## src/rtl/tic_pkg.sv

```systemverilog
package tic_pkg;
  localparam int ADDR_CTRL   = 0;
  localparam int ADDR_FRAC   = 1;
  localparam int ADDR_SEC    = 2;
  localparam int ADDR_MIN    = 3;
  localparam int ADDR_HOUR   = 4;
  localparam int ADDR_RELOAD = 5;
  localparam int ADDR_COUNT  = 6;

  localparam int CB_RUN     = 0;
  localparam int CB_IVL     = 1;
  localparam int CB_IRQ     = 2;
  localparam int CB_UNIT_LO = 3;
  localparam int CB_FLAG    = 5;

  localparam int NUM_FIELDS = 4;

  typedef enum logic [1:0] {
    UNIT_FRAC = 2'd0,
    UNIT_SEC  = 2'd1,
    UNIT_MIN  = 2'd2,
    UNIT_HOUR = 2'd3
  } tic_unit_e;
endpackage

```

## src/rtl/tic_prescale.sv

```systemverilog
module tic_prescale #(
  parameter int DIV = 256
) (
  input  logic clk,
  input  logic rst,
  input  logic run,
  input  logic tick_in,
  input  logic clr,
  output logic step
);
  localparam int CW = (DIV > 2) ? $clog2(DIV) : 1;
  localparam logic [CW-1:0] LAST = CW'(DIV - 1);

  logic [CW-1:0] cnt_q;

  always_ff @(posedge clk) begin
    if (rst || clr) begin
      cnt_q <= '0;
    end else if (run && tick_in) begin
      cnt_q <= (cnt_q == LAST) ? '0 : cnt_q + 1'b1;
    end
  end

  assign step = run && tick_in && !clr && (cnt_q == LAST);
endmodule

```

## src/rtl/tic_field.sv

```systemverilog
module tic_field #(
  parameter int LAST = 59,
  parameter int W    = 8
) (
  input  logic         clk,
  input  logic         rst,
  input  logic         step,
  input  logic         ld,
  input  logic [W-1:0] ld_val,
  output logic [W-1:0] val,
  output logic         carry
);
  localparam logic [W-1:0] TOP = W'(LAST);

  always_ff @(posedge clk) begin
    if (rst) begin
      val <= '0;
    end else if (ld) begin
      val <= (ld_val > TOP) ? '0 : ld_val;
    end else if (step) begin
      val <= (val >= TOP) ? '0 : val + 1'b1;
    end
  end

  assign carry = step && !ld && (val >= TOP);
endmodule

```

## src/rtl/tic_interval.sv

```systemverilog
module tic_interval #(
  parameter int W = 8
) (
  input  logic         clk,
  input  logic         rst,
  input  logic         en,
  input  logic         pulse,
  input  logic [W-1:0] reload,
  output logic         expire,
  output logic [W-1:0] count
);
  logic at_end;

  assign at_end = (count == reload - W'(1));
  assign expire = en && pulse && at_end;

  always_ff @(posedge clk) begin
    if (rst || !en) begin
      count <= '0;
    end else if (pulse) begin
      count <= at_end ? '0 : count + 1'b1;
    end
  end
endmodule

```

## src/rtl/rtc_interval_timer.sv

```systemverilog
module rtc_interval_timer
  import tic_pkg::*;
#(
  parameter int TICKS_PER_FRAC = 256,
  parameter int FRAC_LAST      = 127,
  parameter int SEC_LAST       = 59,
  parameter int MIN_LAST       = 59,
  parameter int HOUR_LAST      = 23,
  parameter int ADDR_W         = 3,
  parameter int DATA_W         = 8
) (
  input  logic              clk,
  input  logic              rst,
  input  logic              tick_in,
  input  logic              bus_wr,
  input  logic [ADDR_W-1:0] bus_addr,
  input  logic [DATA_W-1:0] bus_wdata,
  output logic [DATA_W-1:0] bus_rdata,
  input  logic              irq_ack,
  output logic              irq,
  output logic              wake_req
);
  function automatic int field_last(input int idx);
    case (idx)
      0:       return FRAC_LAST;
      1:       return SEC_LAST;
      2:       return MIN_LAST;
      default: return HOUR_LAST;
    endcase
  endfunction

  logic            run_q, ivl_en_q, irq_en_q, flag_q;
  tic_unit_e       unit_q;
  logic [DATA_W-1:0] reload_q;

  logic              wr_ctrl, wr_reload, frac_step;
  logic [NUM_FIELDS-1:0] fstep, fcarry, fld;
  logic [DATA_W-1:0] fval [NUM_FIELDS];

  logic              unit_pulse, expire;
  logic [DATA_W-1:0] ivl_count;

  assign wr_ctrl   = bus_wr && (bus_addr == ADDR_W'(ADDR_CTRL));
  assign wr_reload = bus_wr && (bus_addr == ADDR_W'(ADDR_RELOAD));

  tic_prescale #(.DIV(TICKS_PER_FRAC)) u_pre (
    .clk     (clk),
    .rst     (rst),
    .run     (run_q),
    .tick_in (tick_in),
    .clr     (fld[0]),
    .step    (frac_step)
  );

  for (genvar i = 0; i < NUM_FIELDS; i++) begin : g_field
    assign fld[i] = bus_wr && (bus_addr == ADDR_W'(ADDR_FRAC + i));
    if (i == 0) begin : g_first
      assign fstep[i] = frac_step;
    end else begin : g_next
      assign fstep[i] = fcarry[i-1];
    end
    tic_field #(.LAST(field_last(i)), .W(DATA_W)) u_fld (
      .clk    (clk),
      .rst    (rst),
      .step   (fstep[i]),
      .ld     (fld[i]),
      .ld_val (bus_wdata),
      .val    (fval[i]),
      .carry  (fcarry[i])
    );
  end

  always_comb begin
    case (unit_q)
      UNIT_FRAC: unit_pulse = frac_step;
      UNIT_SEC:  unit_pulse = fcarry[0];
      UNIT_MIN:  unit_pulse = fcarry[1];
      default:   unit_pulse = fcarry[2];
    endcase
  end

  tic_interval #(.W(DATA_W)) u_ivl (
    .clk    (clk),
    .rst    (rst),
    .en     (ivl_en_q),
    .pulse  (unit_pulse),
    .reload (reload_q),
    .expire (expire),
    .count  (ivl_count)
  );

  always_ff @(posedge clk) begin
    if (rst) begin
      run_q    <= 1'b0;
      ivl_en_q <= 1'b0;
      irq_en_q <= 1'b0;
      unit_q   <= UNIT_FRAC;
      reload_q <= '0;
    end else begin
      if (wr_ctrl) begin
        run_q    <= bus_wdata[CB_RUN];
        ivl_en_q <= bus_wdata[CB_IVL];
        irq_en_q <= bus_wdata[CB_IRQ];
        unit_q   <= tic_unit_e'(bus_wdata[CB_UNIT_LO +: 2]);
      end
      if (wr_reload) begin
        reload_q <= bus_wdata;
      end
    end
  end

  always_ff @(posedge clk) begin
    if (rst) begin
      flag_q <= 1'b0;
    end else if (expire) begin
      flag_q <= 1'b1;
    end else if (irq_ack || (wr_ctrl && bus_wdata[CB_FLAG])) begin
      flag_q <= 1'b0;
    end
  end

  always_ff @(posedge clk) begin
    if (rst) begin
      irq      <= 1'b0;
      wake_req <= 1'b0;
    end else begin
      irq      <= flag_q && irq_en_q;
      wake_req <= flag_q && irq_en_q;
    end
  end

  logic [DATA_W-1:0] ctrl_view;
  always_comb begin
    ctrl_view                    = '0;
    ctrl_view[CB_RUN]            = run_q;
    ctrl_view[CB_IVL]            = ivl_en_q;
    ctrl_view[CB_IRQ]            = irq_en_q;
    ctrl_view[CB_UNIT_LO +: 2]   = unit_q;
    ctrl_view[CB_FLAG]           = flag_q;
  end

  always_ff @(posedge clk) begin
    if (rst) begin
      bus_rdata <= '0;
    end else begin
      case (bus_addr)
        ADDR_W'(ADDR_CTRL):   bus_rdata <= ctrl_view;
        ADDR_W'(ADDR_FRAC):   bus_rdata <= fval[0];
        ADDR_W'(ADDR_SEC):    bus_rdata <= fval[1];
        ADDR_W'(ADDR_MIN):    bus_rdata <= fval[2];
        ADDR_W'(ADDR_HOUR):   bus_rdata <= fval[3];
        ADDR_W'(ADDR_RELOAD): bus_rdata <= reload_q;
        ADDR_W'(ADDR_COUNT):  bus_rdata <= ivl_count;
        default:              bus_rdata <= '0;
      endcase
    end
  end
endmodule

```

## config.mk

```make
export PLATFORM = sky130hd
export DESIGN_NAME = rtc_interval_timer
export DESIGN_NICKNAME = d
export VERILOG_FILES = /design/src/rtl/tic_pkg.sv /design/src/rtl/tic_prescale.sv /design/src/rtl/tic_field.sv /design/src/rtl/tic_interval.sv /design/src/rtl/rtc_interval_timer.sv
export SDC_FILE = /design/constraint.sdc
export NUM_CORES = 1
export LEC_CHECK = 0
export BUFFER_PORTS_ARGS = -buffer_cell sky130_fd_sc_hd__buf_2
export CORE_ASPECT_RATIO = 0.7
export CORE_MARGIN = 3
export CORE_UTILIZATION = 45
export CTS_BUF_LIST = sky130_fd_sc_hd__clkbuf_16
export DETAILED_ROUTE_END_ITERATION = 8
export GPL_TIMING_DRIVEN = 0
export PLACE_DENSITY = 0.7
export SYNTH_ARGS = -nofsm -noshare
export SYNTH_HDL_FRONTEND = slang
export SYNTH_HIERARCHICAL = 1
export SYNTH_SLANG_ARGS = --single-unit
```

## constraint.sdc

```tcl
create_clock -name clk -period 6 [get_ports clk]
set_input_delay 0.9 -clock clk [delete_from_list [all_inputs] [get_ports clk]]
set_output_delay 0.9 -clock clk [all_outputs]
set_load 0.02 [all_outputs]
```

Word level (Yosys, flattened, before mapping)
Cells that the tools add are included.

Add/subtract/negate cells: 7. $mul: 0. Divide/modulo/power cells: 0. Order comparisons: 7. Equal/unequal tests: 10. Shift-type cells: 0. Muxes and demuxes: 21. Bitwise gates (word level): 0. Reduce and logical (&&, ||, !) cells: 33.

Operators with widths (count): 8-bit two-way mux (17); 8-bit case mux with 7 select lines (1); 8-bit by 1-bit adder with 8-bit output, second input constant (6); 1-bit logical AND (19); 8-bit by 6-bit greater-or-equal comparator with 1-bit output, second input constant (2); 2-bit nonzero test (5); 3-bit equality test, second input constant (3); 8-bit equality test (1); 8-bit equality test, second input constant (1); 8-bit by 5-bit greater-or-equal comparator with 1-bit output, second input constant (1); 8-bit by 7-bit greater-or-equal comparator with 1-bit output, second input constant (1); 8-bit by 5-bit greater-than comparator with 1-bit output, second input constant (1); 8-bit by 6-bit greater-than comparator with 1-bit output, second input constant (1); 8-bit by 7-bit greater-than comparator with 1-bit output, second input constant (1); 8-bit by 1-bit subtractor with 8-bit output, second input constant (1); 3-bit by 2-bit equality test with 1-bit output, second input constant (2); 1-bit logical NOT (4); 3-bit by 1-bit equality test with 1-bit output, second input constant (1); 3-bit logical NOT (1); 1-bit logical OR (3); 1-bit case mux with 3 select lines (1); 2-bit by 1-bit equality test with 1-bit output, second input constant (1); 2-bit equality test, second input constant (1); 2-bit logical NOT (1); 1-bit two-way mux (2).

Register bits after elaboration: 71. Latch bits: 0. Memory bits (writable): 0. Bits in read-only memories: 0. Input port bits: 16. Output and inout port bits: 10. Logic and storage cells: 92. Memories: 0.

Logic depth before layout (Yosys ltp)
Gate-level depths: netlist of the first run.

Depth in word-level cells: 15. Depth in mapped cells: 18. Mapped depth without buffers: 15.

By module
The synthesis of the first run kept the hierarchy.

Modules (own cells, without submodules): rtc_interval_timer (times used 1, cells an instance 156, area an instance 1328.8 um2, seq. area each 460.4 um2); tic_field at g_field[1].u_fld ... (times used 2, cells an instance 42, area an instance 401.6 um2, seq. area each 160.2 um2); tic_interval (times used 1, cells an instance 78, area an instance 705.7 um2, seq. area each 160.2 um2); tic_field at g_field[0].u_fld (times used 1, cells an instance 67, area an instance 531.8 um2, seq. area each 160.2 um2); tic_field at g_field[3].u_fld (times used 1, cells an instance 43, area an instance 391.6 um2, seq. area each 160.2 um2); tic_prescale (times used 1, cells an instance 45, area an instance 379.1 um2, seq. area each 160.2 um2).

Worst setup path before layout of the first run
No wires, ideal clock.

Path kind: input to register. Start point: input port bus_addr[1]. End point: register u_ivl.count[7]. Setup time: 0.078 ns. Arrival: 4.168 ns. Data required time: 5.922 ns. Path slack: 1.754 ns. Stages on the path: 18. Buffers on the path: 4. Path through: buf_6 buf_4 buf_2 nor3_1 nor4_1 buf_2 inv_1 nor3_1 nand2b_1 nor2_1 nand2b_1 nor2_1 mux4_2 and3_1 and4_1 nand3_1 xor2_1 nor3_1.

Longest elaborated chain between the ends: 12. Elaborated cells on any way between the ends: 18. Those cells by class: eq/ne: 3; mux: 1; reduce/logical: 14.

RTL lines: start, declared (line rtc_interval_timer.sv:16) `input logic [ADDR_W-1:0] bus_addr,`; 3-bit by 1-bit equality test with 1-bit output (line rtc_interval_timer.sv:56) `assign fld[i] = bus_wr && (bus_addr == ADDR_W'(ADDR_FRAC + i));`; 1-bit logical AND (line rtc_interval_timer.sv:56); net fld[0] (line rtc_interval_timer.sv:37) `logic [NUM_FIELDS-1:0] fstep, fcarry, fld;`; 1-bit logical NOT (line tic_prescale.sv:24) `assign step = run && tick_in && !clr && (cnt_q == LAST);`; 1-bit logical AND (2 in series) (line tic_prescale.sv:24); net frac_step (line rtc_interval_timer.sv:36) `logic wr_ctrl, wr_reload, frac_step;`; 1-bit logical AND (2 in series) (line tic_field.sv:25) `assign carry = step && !ld && (val >= TOP);`; net fcarry[0] (line rtc_interval_timer.sv:37); 1-bit logical AND (2 in series) (line tic_field.sv:25); net fcarry[1] (line rtc_interval_timer.sv:37); 1-bit logical AND (2 in series) (line tic_field.sv:25); net fcarry[2] (line rtc_interval_timer.sv:37); 1-bit case mux with 3 select lines (line rtc_interval_timer.sv:74) `case (unit_q)`; net unit_pulse (line rtc_interval_timer.sv:40) `logic unit_pulse, expire;`; end signal, assigned (line tic_interval.sv:21) `count <= at_end ? '0 : count + 1'b1;`; end, declared (line tic_interval.sv:10) `output logic [W-1:0] count`.

The timed path passes the listed nets, and every way through them passes these cells. A chain may end at the register's enable or synchronous reset.

Worst setup path after layout of the first run
Start point: input port bus_addr[1]. End point: register flag_q.

Longest elaborated chain between the ends: 15. Elaborated cells on any way between the ends: 26. Those cells by class: eq/ne: 3; mux: 2; reduce/logical: 21.

RTL lines: 3-bit by 1-bit equality test with 1-bit output * (line rtc_interval_timer.sv:56); 1-bit logical AND * (line rtc_interval_timer.sv:56); net fld[0] (line rtc_interval_timer.sv:37); 1-bit logical NOT * (line tic_prescale.sv:24); 1-bit logical AND * (2 in series) (line tic_prescale.sv:24); net frac_step (line rtc_interval_timer.sv:36); 1-bit logical AND * (2 in series) (line tic_field.sv:25); net fcarry[0] (line rtc_interval_timer.sv:37); 1-bit logical AND * (2 in series) (line tic_field.sv:25); net fcarry[1] (line rtc_interval_timer.sv:37); 1-bit logical AND * (2 in series) (line tic_field.sv:25); net fcarry[2] (line rtc_interval_timer.sv:37); 1-bit case mux with 3 select lines * (line rtc_interval_timer.sv:74); net unit_pulse (line rtc_interval_timer.sv:40); 1-bit logical AND * (2 in series) (line tic_interval.sv:15) `assign expire = en && pulse && at_end;`; net expire (line rtc_interval_timer.sv:40); 1-bit two-way mux / 2-bit nonzero test (equally long branches); end signal, assigned (line rtc_interval_timer.sv:114) `flag_q <= 1'b0;`; end signal, assigned (line rtc_interval_timer.sv:116) `flag_q <= 1'b1;`; end signal, assigned (line rtc_interval_timer.sv:118) `flag_q <= 1'b0;`; end, declared (line rtc_interval_timer.sv:32) `logic run_q, ivl_en_q, irq_en_q, flag_q;`.

The timed path passes the listed nets; every way through them passes the cells marked *.

==> results of run 1 <==
-- layout by cell type (no fill, tap or decap), types with 3 or more instances in the layout --
cell                        count
sky130_fd_sc_hd__nor2_1        40
sky130_fd_sc_hd__nand4_1        6
sky130_fd_sc_hd__mux2_2         9
sky130_fd_sc_hd__nor3b_1        8
sky130_fd_sc_hd__o21bai_1       3
sky130_fd_sc_hd__xnor2_1       14
sky130_fd_sc_hd__nand2b_1      15
sky130_fd_sc_hd__buf_6          4
sky130_fd_sc_hd__a41oi_1        3
sky130_fd_sc_hd__nand3_1       20
sky130_fd_sc_hd__and3_1         3
sky130_fd_sc_hd__a21oi_1       33
sky130_fd_sc_hd__ha_1           7
sky130_fd_sc_hd__a21o_1         3
sky130_fd_sc_hd__clkbuf_16      9
sky130_fd_sc_hd__inv_1         10
sky130_fd_sc_hd__nor4b_1        4
sky130_fd_sc_hd__nor3_1        17
sky130_fd_sc_hd__a32oi_1        3
sky130_fd_sc_hd__nor2b_1        6
sky130_fd_sc_hd__and2_1         6
sky130_fd_sc_hd__dfxtp_1       71
sky130_fd_sc_hd__o21a_1         3
sky130_fd_sc_hd__a22oi_1        3
sky130_fd_sc_hd__nor4_4         3
sky130_fd_sc_hd__mux2i_1       13
sky130_fd_sc_hd__nand2_1       41
sky130_fd_sc_hd__buf_2         27
sky130_fd_sc_hd__or3_1          7
sky130_fd_sc_hd__xor2_1        10
sky130_fd_sc_hd__a31oi_1       12
sky130_fd_sc_hd__o21ai_0       11
sky130_fd_sc_hd__buf_4          4
sky130_fd_sc_hd__a222oi_1      12
sky130_fd_sc_hd__clkbuf_1       8
sky130_fd_sc_hd__o31ai_1        3
-- metrics by stage --
stage	area (µm²)	std cells	hold WS [ns]	setup WS (ns)	utilization
2_1_floorplan	4130	471	0.420	1.75	-
3_3_place_gp	4390	613	0.454	0.463	0.505
3_5_place_dp	4390	613	0.462	0.461	0.505
4_1_cts	4680	629	0.472	0.782	0.539
5_1_grt	4680	629	0.503	0.318	0.539
6_report	4680	629	0.471	0.595	0.539
-- where the power goes --
part | switching [W] | leakage (nW) | internal, W
registers | 0.00000550 | 0.573 | 0.000477
clock network | 0.000199 | 0.140 | 0.000318
logic | 0.0000530 | 0.899 | 0.0000282
-- path summary, 6_finish.rpt --
kind | slack (ns) | cells after the start | startpoint | end
min reg2reg | 0.47 | 2 | flag_q | wake_req
min | 0.47 | 2 | flag_q | wake_req
max | 0.60 | 18 | bus_addr[1] | flag_q
max reg2reg | 1.12 | 16 | u_pre/cnt_q[0] | flag_q
-- state kept, by name, summed over array words and instances, names as in the netlist --
| register | flops |
|---|---|
| u_ivl/count | 8 |
| reload_q | 8 |
| wake_req | 1 |
| ivl_en_q | 1 |
| irq_en_q | 1 |
| flag_q | 1 |
| g_field.u_fld/val | 32 |
| run_q | 1 |
| unit_q | 2 |
| bus_rdata | 8 |
| u_pre/cnt_q | 8 |
-- worst max-delay path: stages --
cell and delay [ns]:
sky130_fd_sc_hd__buf_6 0.12, sky130_fd_sc_hd__buf_4 0.18, sky130_fd_sc_hd__buf_2 0.24, sky130_fd_sc_hd__nor3_1 0.14
sky130_fd_sc_hd__nor4_1 0.60, sky130_fd_sc_hd__buf_2 0.32, sky130_fd_sc_hd__inv_1 0.08, sky130_fd_sc_hd__nor3_1 0.58
sky130_fd_sc_hd__nand2b_1 0.22, sky130_fd_sc_hd__nor2_1 0.34, sky130_fd_sc_hd__nand2b_1 0.17, sky130_fd_sc_hd__nor2_1 0.38
sky130_fd_sc_hd__mux4_2 0.40, sky130_fd_sc_hd__inv_1 0.12, sky130_fd_sc_hd__nor4_4 0.55, sky130_fd_sc_hd__and2_1 0.21
sky130_fd_sc_hd__a31oi_1 0.04, sky130_fd_sc_hd__nor2_1 0.08
-- routing by layer --
metal,track usage,vias to the layer above
met1,0.341,1807
met3,0.0488,23
met2,0.341,164
li1,-,1826
met4,0.0638,0
met5,0,-
-- cell type report --
| class | instances | area [µm²] |
|---|---|---|
| buffer | 22 | 134 |
| sequential | 71 | 1420 |
| inverter | 10 | 37.5 |
| timing repair buffer | 22 | 110 |
| clock inverter | 7 | 63.8 |
| tap | 120 | 150 |
| clock buffer | 9 | 225 |
| multi-input combinational | 368 | 2540 |
| fill | 831 | 4010 |
==> flow_metrics.py, run 1 <==
metrics = {
    "global_route": {
        "grt_pass1_vias": 3589,
        "initial_antenna_violation_count": 0,
        "global_route.usage.total": 0.231,
        "grt-ovfl-total": 0,
        "grt_pass1_wl_um": 18800,
        "grt_start_max_net_pins": 14,
    },
    "detailed_routing": {
        "drt_iter0_markers": 414,
        "routed_wl_um": 11500,
        "viasPerCell": 6.07,
        "dr.max_layer_used": "met4",
        "met3RoutedLength_um": 999,
        "detail_route.first_pass.iterations": 7,
        "post_drt_wl_per_cell_um": 18.3,
        "route.layer.met1.wl_um": 5570,
        "ant_nets": 0,
        "num_vias": 3820,
        "drc_errors": 0,
        "met2_wirelength_um": 4730,
    },
    "power_and_ir_drop": {
        "power-per-cell-area_nw_per_um2": 231,
        "max-vdd-ir-drop_mv": 0.162,
        "static_leak_nw": 1.61,
        "fin_total_pwr_w": 0.00108,
    },
    "place": {
        "gp_congestion": 0.939,
        "hpwl_um": 8510,
        "port_buffers": 22,
    },
    "cells_and_area": {
        "final_net_count": 527,
        "post_route_cells_drive_above_1_share": 0.171,
        "diodes": 0,
        "syn2layout_area_growth_pct": 13.3,
    },
    "clock_network": {
        "cts_tree": "done",
        "clock-root-buffer": "sky130_fd_sc_hd__clkbuf_16",
        "cts_resized": 0,
        "numCtsBuffers": 9,
        "cts.reportedPaths.clkPinSlew_ns": 0.05,
        "cts_setup_buffers": 0,
        "max-clock-path-buffers": 2,
        "h_tree_level_count": 3,
        "hold_buffers": 0,
        "clkLatencyLatePin_ns": 0.33,
        "sink_count_of_the_clock_tree": 71,
    },
    "flow_run": {
        "max-cap-violations": 0,
    },
    "sta": {
        "setup_viol_count_final": 0,
        "finalCritPeriodShare": 0.901,
        "worst_slew_pin_slew_ns": 0.702,
        "fin_crit_ns": 5.40,
        "grt_setup_unrepaired": "no",
        "maxSlewViolCount": 0,
        "worst_clock_skew_ns": 0.00818,
        "slew-limit-headroom": 0.528,
        "setup_total_negative_slack_ns": 0,
        "report.final.hold_viol_count": 0,
        "maxClockFrequency_mhz": 185,
    },
    "setup_path": {
        "signal_arrival_time_at_the_worst_endpoint_ns": 5.67,
        "critPathRequiredTime_ns": 6.27,
        "start_kind": "input port",
        "critical_path.max_fanout": 10,
        "critical_path_class": "in -> reg",
        "endpoint_kind": "register",
    },
    "die": {
        "width_of_the_die_um": 121,
        "core_region_area_um2": 8690,
        "row_count": 28,
        "io_pins": 26,
        "die_h_um": 86.2,
        "floorplan.die_area_um2": 10400,
        "initial_utilization": 0.476,
    },
    "status": {
        "result_of_the_run": "finished, final reports clean",
    },
    "logic_synthesis": {
        "yosys_warnings": 6,
        "post_synthesis_average_cell_area_um2": 8.77,
        "syn_inst": 471,
        "synthesis.nets": 494,
        "mappedNetlistArea_um2": 4130,
    },
    "hold_path": {
        "hold_path.class": "reg -> reg",
    },
}
(Power assumes the default switching activity.)
==> run 2: changes to the inputs <==
- PLACE_DENSITY: 0.7 -> not set
==> run 2 against run 1 <==
  * Utilization shrank 0.086 points
  * Register-to-register slack lost 0.05 ns
  * Global-route usage grew 0.89 points
  * Sequential cell count is the same
  * First-iteration DRC count shrank 30%
  * Clock power shrank 1%
  * Via count shrank 1.1%
  * Setup slack lost 0.035 ns
==> flow_metrics.py, run 2 (synthesized netlist as in run 1, its figures left out) <==
metrics = {
    "clock_network": {
        "h_tree_level_count": 3,
        "cts_setup_buffers": 0,
        "clkLatencyLatePin_ns": 0.34,
        "cts.reportedPaths.clkPinSlew_ns": 0.06,
        "hold_buffers": 0,
        "numCtsBuffers": 9,
        "cts_tree": "done",
        "sink_count_of_the_clock_tree": 71,
        "cts_resized": 0,
        "max-clock-path-buffers": 2,
        "clock-root-buffer": "sky130_fd_sc_hd__clkbuf_16",
    },
    "die": {
        "floorplan.die_area_um2": 10400,
        "io_pins": 26,
        "row_count": 28,
        "core_region_area_um2": 8690,
        "initial_utilization": 0.476,
        "width_of_the_die_um": 121,
        "die_h_um": 86.2,
    },
    "detailed_routing": {
        "viasPerCell": 6.01,
        "routed_wl_um": 11800,
        "drt_iter0_markers": 288,
        "ant_nets": 0,
        "num_vias": 3779,
        "post_drt_wl_per_cell_um": 18.7,
        "detail_route.first_pass.iterations": 5,
        "drc_errors": 0,
    },
    "cells_and_area": {
        "syn2layout_area_growth_pct": 13.1,
        "largest_register_ff_count": 32,
        "final_core_util": 0.538,
        "max_flop_register": "g_field.u_fld/val",
        "post_route_cells_drive_above_1_share": 0.169,
        "mostFrequentLayoutCell": "sky130_fd_sc_hd__dfxtp_1",
        "diodes": 0,
        "final_net_count": 527,
        "mostFrequentLayoutCells": "71 x sky130_fd_sc_hd__dfxtp_1, 41 x sky130_fd_sc_hd__nand2_1, 40 x sky130_fd_sc_hd__nor2_1",
        "postLayoutCellArea_um2": 4670,
    },
    "setup_path": {
        "critical_path_class": "in -> reg",
        "critPathLaunch": "bus_addr[1]",
        "start_kind": "input port",
        "critPathRequiredTime_ns": 6.28,
        "signal_arrival_time_at_the_worst_endpoint_ns": 5.72,
        "endpoint_kind": "register",
        "worstReg2RegStart": "u_pre/cnt_q[0]",
        "critical_path.max_fanout": 10,
    },
    "hold_path": {
        "hold_path_startpoint": "irq_en_q",
        "hold_path.class": "reg -> reg",
    },
    "power_and_ir_drop": {
        "power-per-cell-area_nw_per_um2": 230,
        "static_leak_nw": 1.62,
        "max-vdd-ir-drop_mv": 0.170,
    },
    "global_route": {
        "initial_antenna_violation_count": 0,
        "grt_pass1_wl_um": 19200,
        "global_route.usage.total": 0.240,
        "grt_pass1_vias": 3529,
        "grt-ovfl-total": 0,
        "grt_start_max_net_pins": 14,
    },
    "sta": {
        "maxSlewViolCount": 0,
        "setup_total_negative_slack_ns": 0,
        "worst_clock_skew_ns": 0.00609,
        "setup_viol_count_final": 0,
        "maxClockFrequency_mhz": 184,
        "worst_slew_pin_slew_ns": 0.775,
        "finalCritPeriodShare": 0.907,
        "slew-limit-headroom": 0.479,
        "report.final.hold_viol_count": 0,
        "grt_setup_unrepaired": "no",
        "worst_slack_ns": 0.561,
        "fin_crit_ns": 5.44,
    },
    "place": {
        "gp_congestion": 0.942,
        "hpwl_um": 8580,
        "dp_slack_ns": 0.392,
        "port_buffers": 22,
        "place_area_um2": 4390,
    },
    "flow_run": {
        "max-cap-violations": 0,
    },
    "status": {
        "result_of_the_run": "finished, final reports clean",
    },
}
[run 2: changes by cell type in the layout (fill, tap and decap cells not counted)]
| cell | before | now |
|---|---|---|
| sky130_fd_sc_hd__clkinv_2 | 2 | 3 |
| sky130_fd_sc_hd__inv_1 | 10 | 12 |
| sky130_fd_sc_hd__clkinv_1 | 2 | 1 |
| sky130_fd_sc_hd__clkinv_4 | 1 | 0 |
| sky130_fd_sc_hd__clkinvlp_4 | 1 | 0 |
[run 2: cell type report]
type / instances / area [µm²]
plain buffers: 22 / 134
clock buffers: 9 / 225
clock inverters: 7 / 56.3
fillers: 851 / 4020
inverters: 10 / 37.5
multi-input cells: 368 / 2540
flip-flops and latches: 71 / 1420
well taps: 120 / 150
repair buffers: 22 / 110
[run 2: final timing paths]
kind	endpoint	slack [ns]	cells after the start
setup / recovery	flag_q	0.56	18
hold / removal	wake_req	0.48	2
setup reg to reg	flag_q	1.07	16
hold reg to reg	wake_req	0.48	2
[run 2: report_power, final]
group          switching [W]  leakage [nW]  internal (W)
clock network       0.000197         0.149      0.000315
logic              0.0000526         0.899     0.0000282
registers         0.00000566         0.573      0.000477
[run 2: layer usage]
layer,vias to the layer above,track usage,share of wire
li1,1816,-,-
met1,1841,0.356,0.50
met2,109,0.335,0.42
met3,13,0.0686,0.066
met4,0,0.0730,0.013
met5,-,0,0
[run 2: through the flow]
| step | std cells | hold WS, ns | power (W) |
|---|---|---|---|
| after detailed placement | 613 | 0.456 | 0.000572 |
| after global placement | 613 | 0.459 | 0.000571 |
| final | 629 | 0.478 | 0.00107 |
| after floorplan | 471 | 0.420 | 0.000542 |
| after global routing | 629 | 0.494 | 0.00111 |
| after CTS | 629 | 0.473 | 0.00108 |
[run 2: worst max-delay path, cell delays in order]
cell                       delay (ns)
sky130_fd_sc_hd__buf_6           0.11
sky130_fd_sc_hd__buf_4           0.17
sky130_fd_sc_hd__buf_2           0.25
sky130_fd_sc_hd__nor3_1          0.14
sky130_fd_sc_hd__nor4_1          0.58
sky130_fd_sc_hd__buf_2           0.33
sky130_fd_sc_hd__inv_1           0.08
sky130_fd_sc_hd__nor3_1          0.64
sky130_fd_sc_hd__nand2b_1        0.22
sky130_fd_sc_hd__nor2_1          0.32
sky130_fd_sc_hd__nand2b_1        0.17
sky130_fd_sc_hd__nor2_1          0.40
sky130_fd_sc_hd__mux4_2          0.40
sky130_fd_sc_hd__inv_1           0.13
sky130_fd_sc_hd__nor4_4          0.54
sky130_fd_sc_hd__and2_1          0.20
sky130_fd_sc_hd__a31oi_1         0.04
sky130_fd_sc_hd__nor2_1          0.09
==> run 3: changes to the inputs <==
- CORE_MARGIN: 3 -> 8
- clock period: 6 -> 5 ns (I/O delays scaled with it)
==> run 3 against run 2 <==
  * Sequential cell count is the same
  * Design area rose by 1.0%
  * Die area grew 21%
  * Sequential power increased by 20%
  * Critical path depth unchanged
  * Hold slack improved by 0.0045 ns
  * Final cell count is 0.64% higher
  * Count of clock-buffer cells in the layout did not move
  * First-iteration DRC count increased by 36%
  * Combinational power increased by 21%
  * Setup slack got worse by 0.21 ns
==> flow_metrics.py, run 3 (synthesized netlist as in run 1, its figures left out) <==
metrics = {
    "sta": {
        "report.final.hold_viol_count": 0,
        "slew-limit-headroom": 0.580,
        "grt_setup_unrepaired": "no",
        "holdWs_ns": 0.483,
        "fin_crit_ns": 4.65,
        "maxSlewViolCount": 0,
        "setup_viol_count_final": 0,
        "maxClockFrequency_mhz": 215,
        "finalCritPeriodShare": 0.930,
        "worst_slack_ns": 0.352,
        "worst_slew_pin_slew_ns": 0.626,
        "worst_clock_skew_ns": 0.00566,
    },
    "die": {
        "die_h_um": 96.2,
        "width_of_the_die_um": 131,
        "row_count": 29,
        "io_pins": 26,
        "initial_utilization": 0.459,
        "floorplan.die_area_um2": 12600,
        "core_region_area_um2": 9000,
    },
    "cells_and_area": {
        "final_net_count": 527,
        "n_fill_cell": 845,
        "max_flop_register": "g_field.u_fld/val",
        "multi_input_comb_area_um2": 2550,
        "mostFrequentLayoutCell": "sky130_fd_sc_hd__dfxtp_1",
        "syn2layout_area_growth_pct": 14.3,
        "mostFrequentLayoutCells": "71 x sky130_fd_sc_hd__dfxtp_1, 41 x sky130_fd_sc_hd__nand2_1, 40 x sky130_fd_sc_hd__nor2_1",
        "seq_area_um2": 1420,
        "largest_register_ff_count": 32,
        "diodes": 0,
        "post_route_cells_drive_above_1_share": 0.175,
    },
    "place": {
        "dp_slack_ns": -0.396,
        "gp_congestion": 0.916,
        "port_buffers": 22,
        "hpwl_um": 8590,
    },
    "clock_network": {
        "numCtsBuffers": 9,
        "clkLatencyLatePin_ns": 0.34,
        "h_tree_level_count": 3,
        "max-clock-path-buffers": 2,
        "cts_tree": "done",
        "cts.reportedPaths.clkPinSlew_ns": 0.06,
        "sink_count_of_the_clock_tree": 71,
        "clock-root-buffer": "sky130_fd_sc_hd__clkbuf_16",
        "cts_setup_buffers": 0,
        "hold_buffers": 0,
    },
    "detailed_routing": {
        "drt_iter0_markers": 393,
        "routed_wl_um": 11800,
        "num_vias": 3745,
        "detail_route.first_pass.iterations": 6,
        "ant_nets": 0,
        "viasPerCell": 5.92,
        "drc_errors": 0,
        "post_drt_wl_per_cell_um": 18.7,
    },
    "global_route": {
        "grt_pass1_vias": 3450,
        "grt_pass1_wl_um": 18900,
        "grt_start_max_net_pins": 14,
        "grt-ovfl-total": 0,
        "global_route.usage.total": 0.198,
        "initial_antenna_violation_count": 0,
    },
    "setup_path": {
        "critical_path_class": "in -> reg",
        "critPathRequiredTime_ns": 5.28,
        "start_kind": "input port",
        "critical_path.max_fanout": 10,
        "endpoint_kind": "register",
        "signal_arrival_time_at_the_worst_endpoint_ns": 4.93,
    },
    "power_and_ir_drop": {
        "static_leak_nw": 1.62,
        "max-vdd-ir-drop_mv": 0.210,
        "power-per-cell-area_nw_per_um2": 287,
    },
    "status": {
        "result_of_the_run": "finished, final reports clean",
    },
    "hold_path": {
        "hold_path.class": "reg -> reg",
    },
    "flow_run": {
        "max-cap-violations": 0,
    },
}
run 3: cell count changes in the layout (fill, tap and decap cells not counted):
cell	delta
sky130_fd_sc_hd__clkinv_2	-2
sky130_fd_sc_hd__clkinvlp_4	+2
sky130_fd_sc_hd__inv_1	-2
sky130_fd_sc_hd__bufinv_16	+1
sky130_fd_sc_hd__clkinv_1	+1
sky130_fd_sc_hd__nor3_1	-1
sky130_fd_sc_hd__nor3_2	+1
sky130_fd_sc_hd__nor4_1	-1
sky130_fd_sc_hd__nor4_2	+1
run 3: final timing paths:
path / start / endpoint / slack [ns] / depth (start not counted)
worst max-delay path: bus_addr[1] / flag_q / 0.35 / 18
worst min-delay path: u_pre/cnt_q[1] / u_pre/cnt_q[1] / 0.48 / 2
worst max register to register: u_pre/cnt_q[0] / flag_q / 0.65 / 16
worst min register to register: u_pre/cnt_q[1] / u_pre/cnt_q[1] / 0.48 / 2
run 3: power by group:
group	total (W)	switching, W	internal, W
Clock	0.000681	0.000249	0.000432
Sequential	0.000578	0.00000658	0.000572
Combinational	0.0000979	0.0000640	0.0000339
run 3: timing repair:
action,4_1_cts,5_1_grt
pin swaps,0,1
setup endpoints to repair,1,7
gates resized for setup,1,1
gates cloned,0,0
run 3: critical path: stages:
cell and delay (ns):
sky130_fd_sc_hd__buf_6 0.11, sky130_fd_sc_hd__buf_4 0.18, sky130_fd_sc_hd__buf_2 0.23, sky130_fd_sc_hd__nor3_1 0.14
sky130_fd_sc_hd__nor4_2 0.40, sky130_fd_sc_hd__buf_2 0.28, sky130_fd_sc_hd__inv_1 0.09, sky130_fd_sc_hd__nor3_2 0.33
sky130_fd_sc_hd__nand2b_1 0.17, sky130_fd_sc_hd__nor2_1 0.36, sky130_fd_sc_hd__nand2b_1 0.18, sky130_fd_sc_hd__nor2_1 0.39
sky130_fd_sc_hd__mux4_2 0.43, sky130_fd_sc_hd__inv_1 0.13, sky130_fd_sc_hd__nor4_4 0.40, sky130_fd_sc_hd__and2_1 0.21
sky130_fd_sc_hd__a31oi_1 0.04, sky130_fd_sc_hd__nor2_1 0.09
run 3: final cells by class:
type	count	area share
buffer	22	0.0284
clock buffer	9	0.0477
clock inverter	7	0.0186
timing repair buffer	22	0.0233
inverter	10	0.00795
multi-input combinational	368	0.540
tap	124	0.0329
sequential	71	0.301
run 3: per-layer routing:
metal	up-vias	track usage	share of wire	routed length, µm
met5	-	0	0	0
met4	0	0.0657	0.013	155
met3	13	0.0542	0.073	866
li1	1819	-	-	-
met1	1788	0.275	0.49	5780
met2	125	0.289	0.42	5020
run 3: per-stage QoR:
step | setup TNS [ns] | utilization | std cells | total power (W) | cell area (µm²)
6_report | 0 | 0.525 | 633 | 0.00136 | 4720
5_1_grt | 0 | 0.525 | 633 | 0.00140 | 4720
4_1_cts | 0 | 0.524 | 633 | 0.00136 | 4710
3_5_place_dp | -1.75 | 0.489 | 617 | 0.000686 | 4400
3_3_place_gp | -1.15 | 0.489 | 617 | 0.000686 | 4400
2_1_floorplan | 0 | - | 471 | 0.000650 | 4130
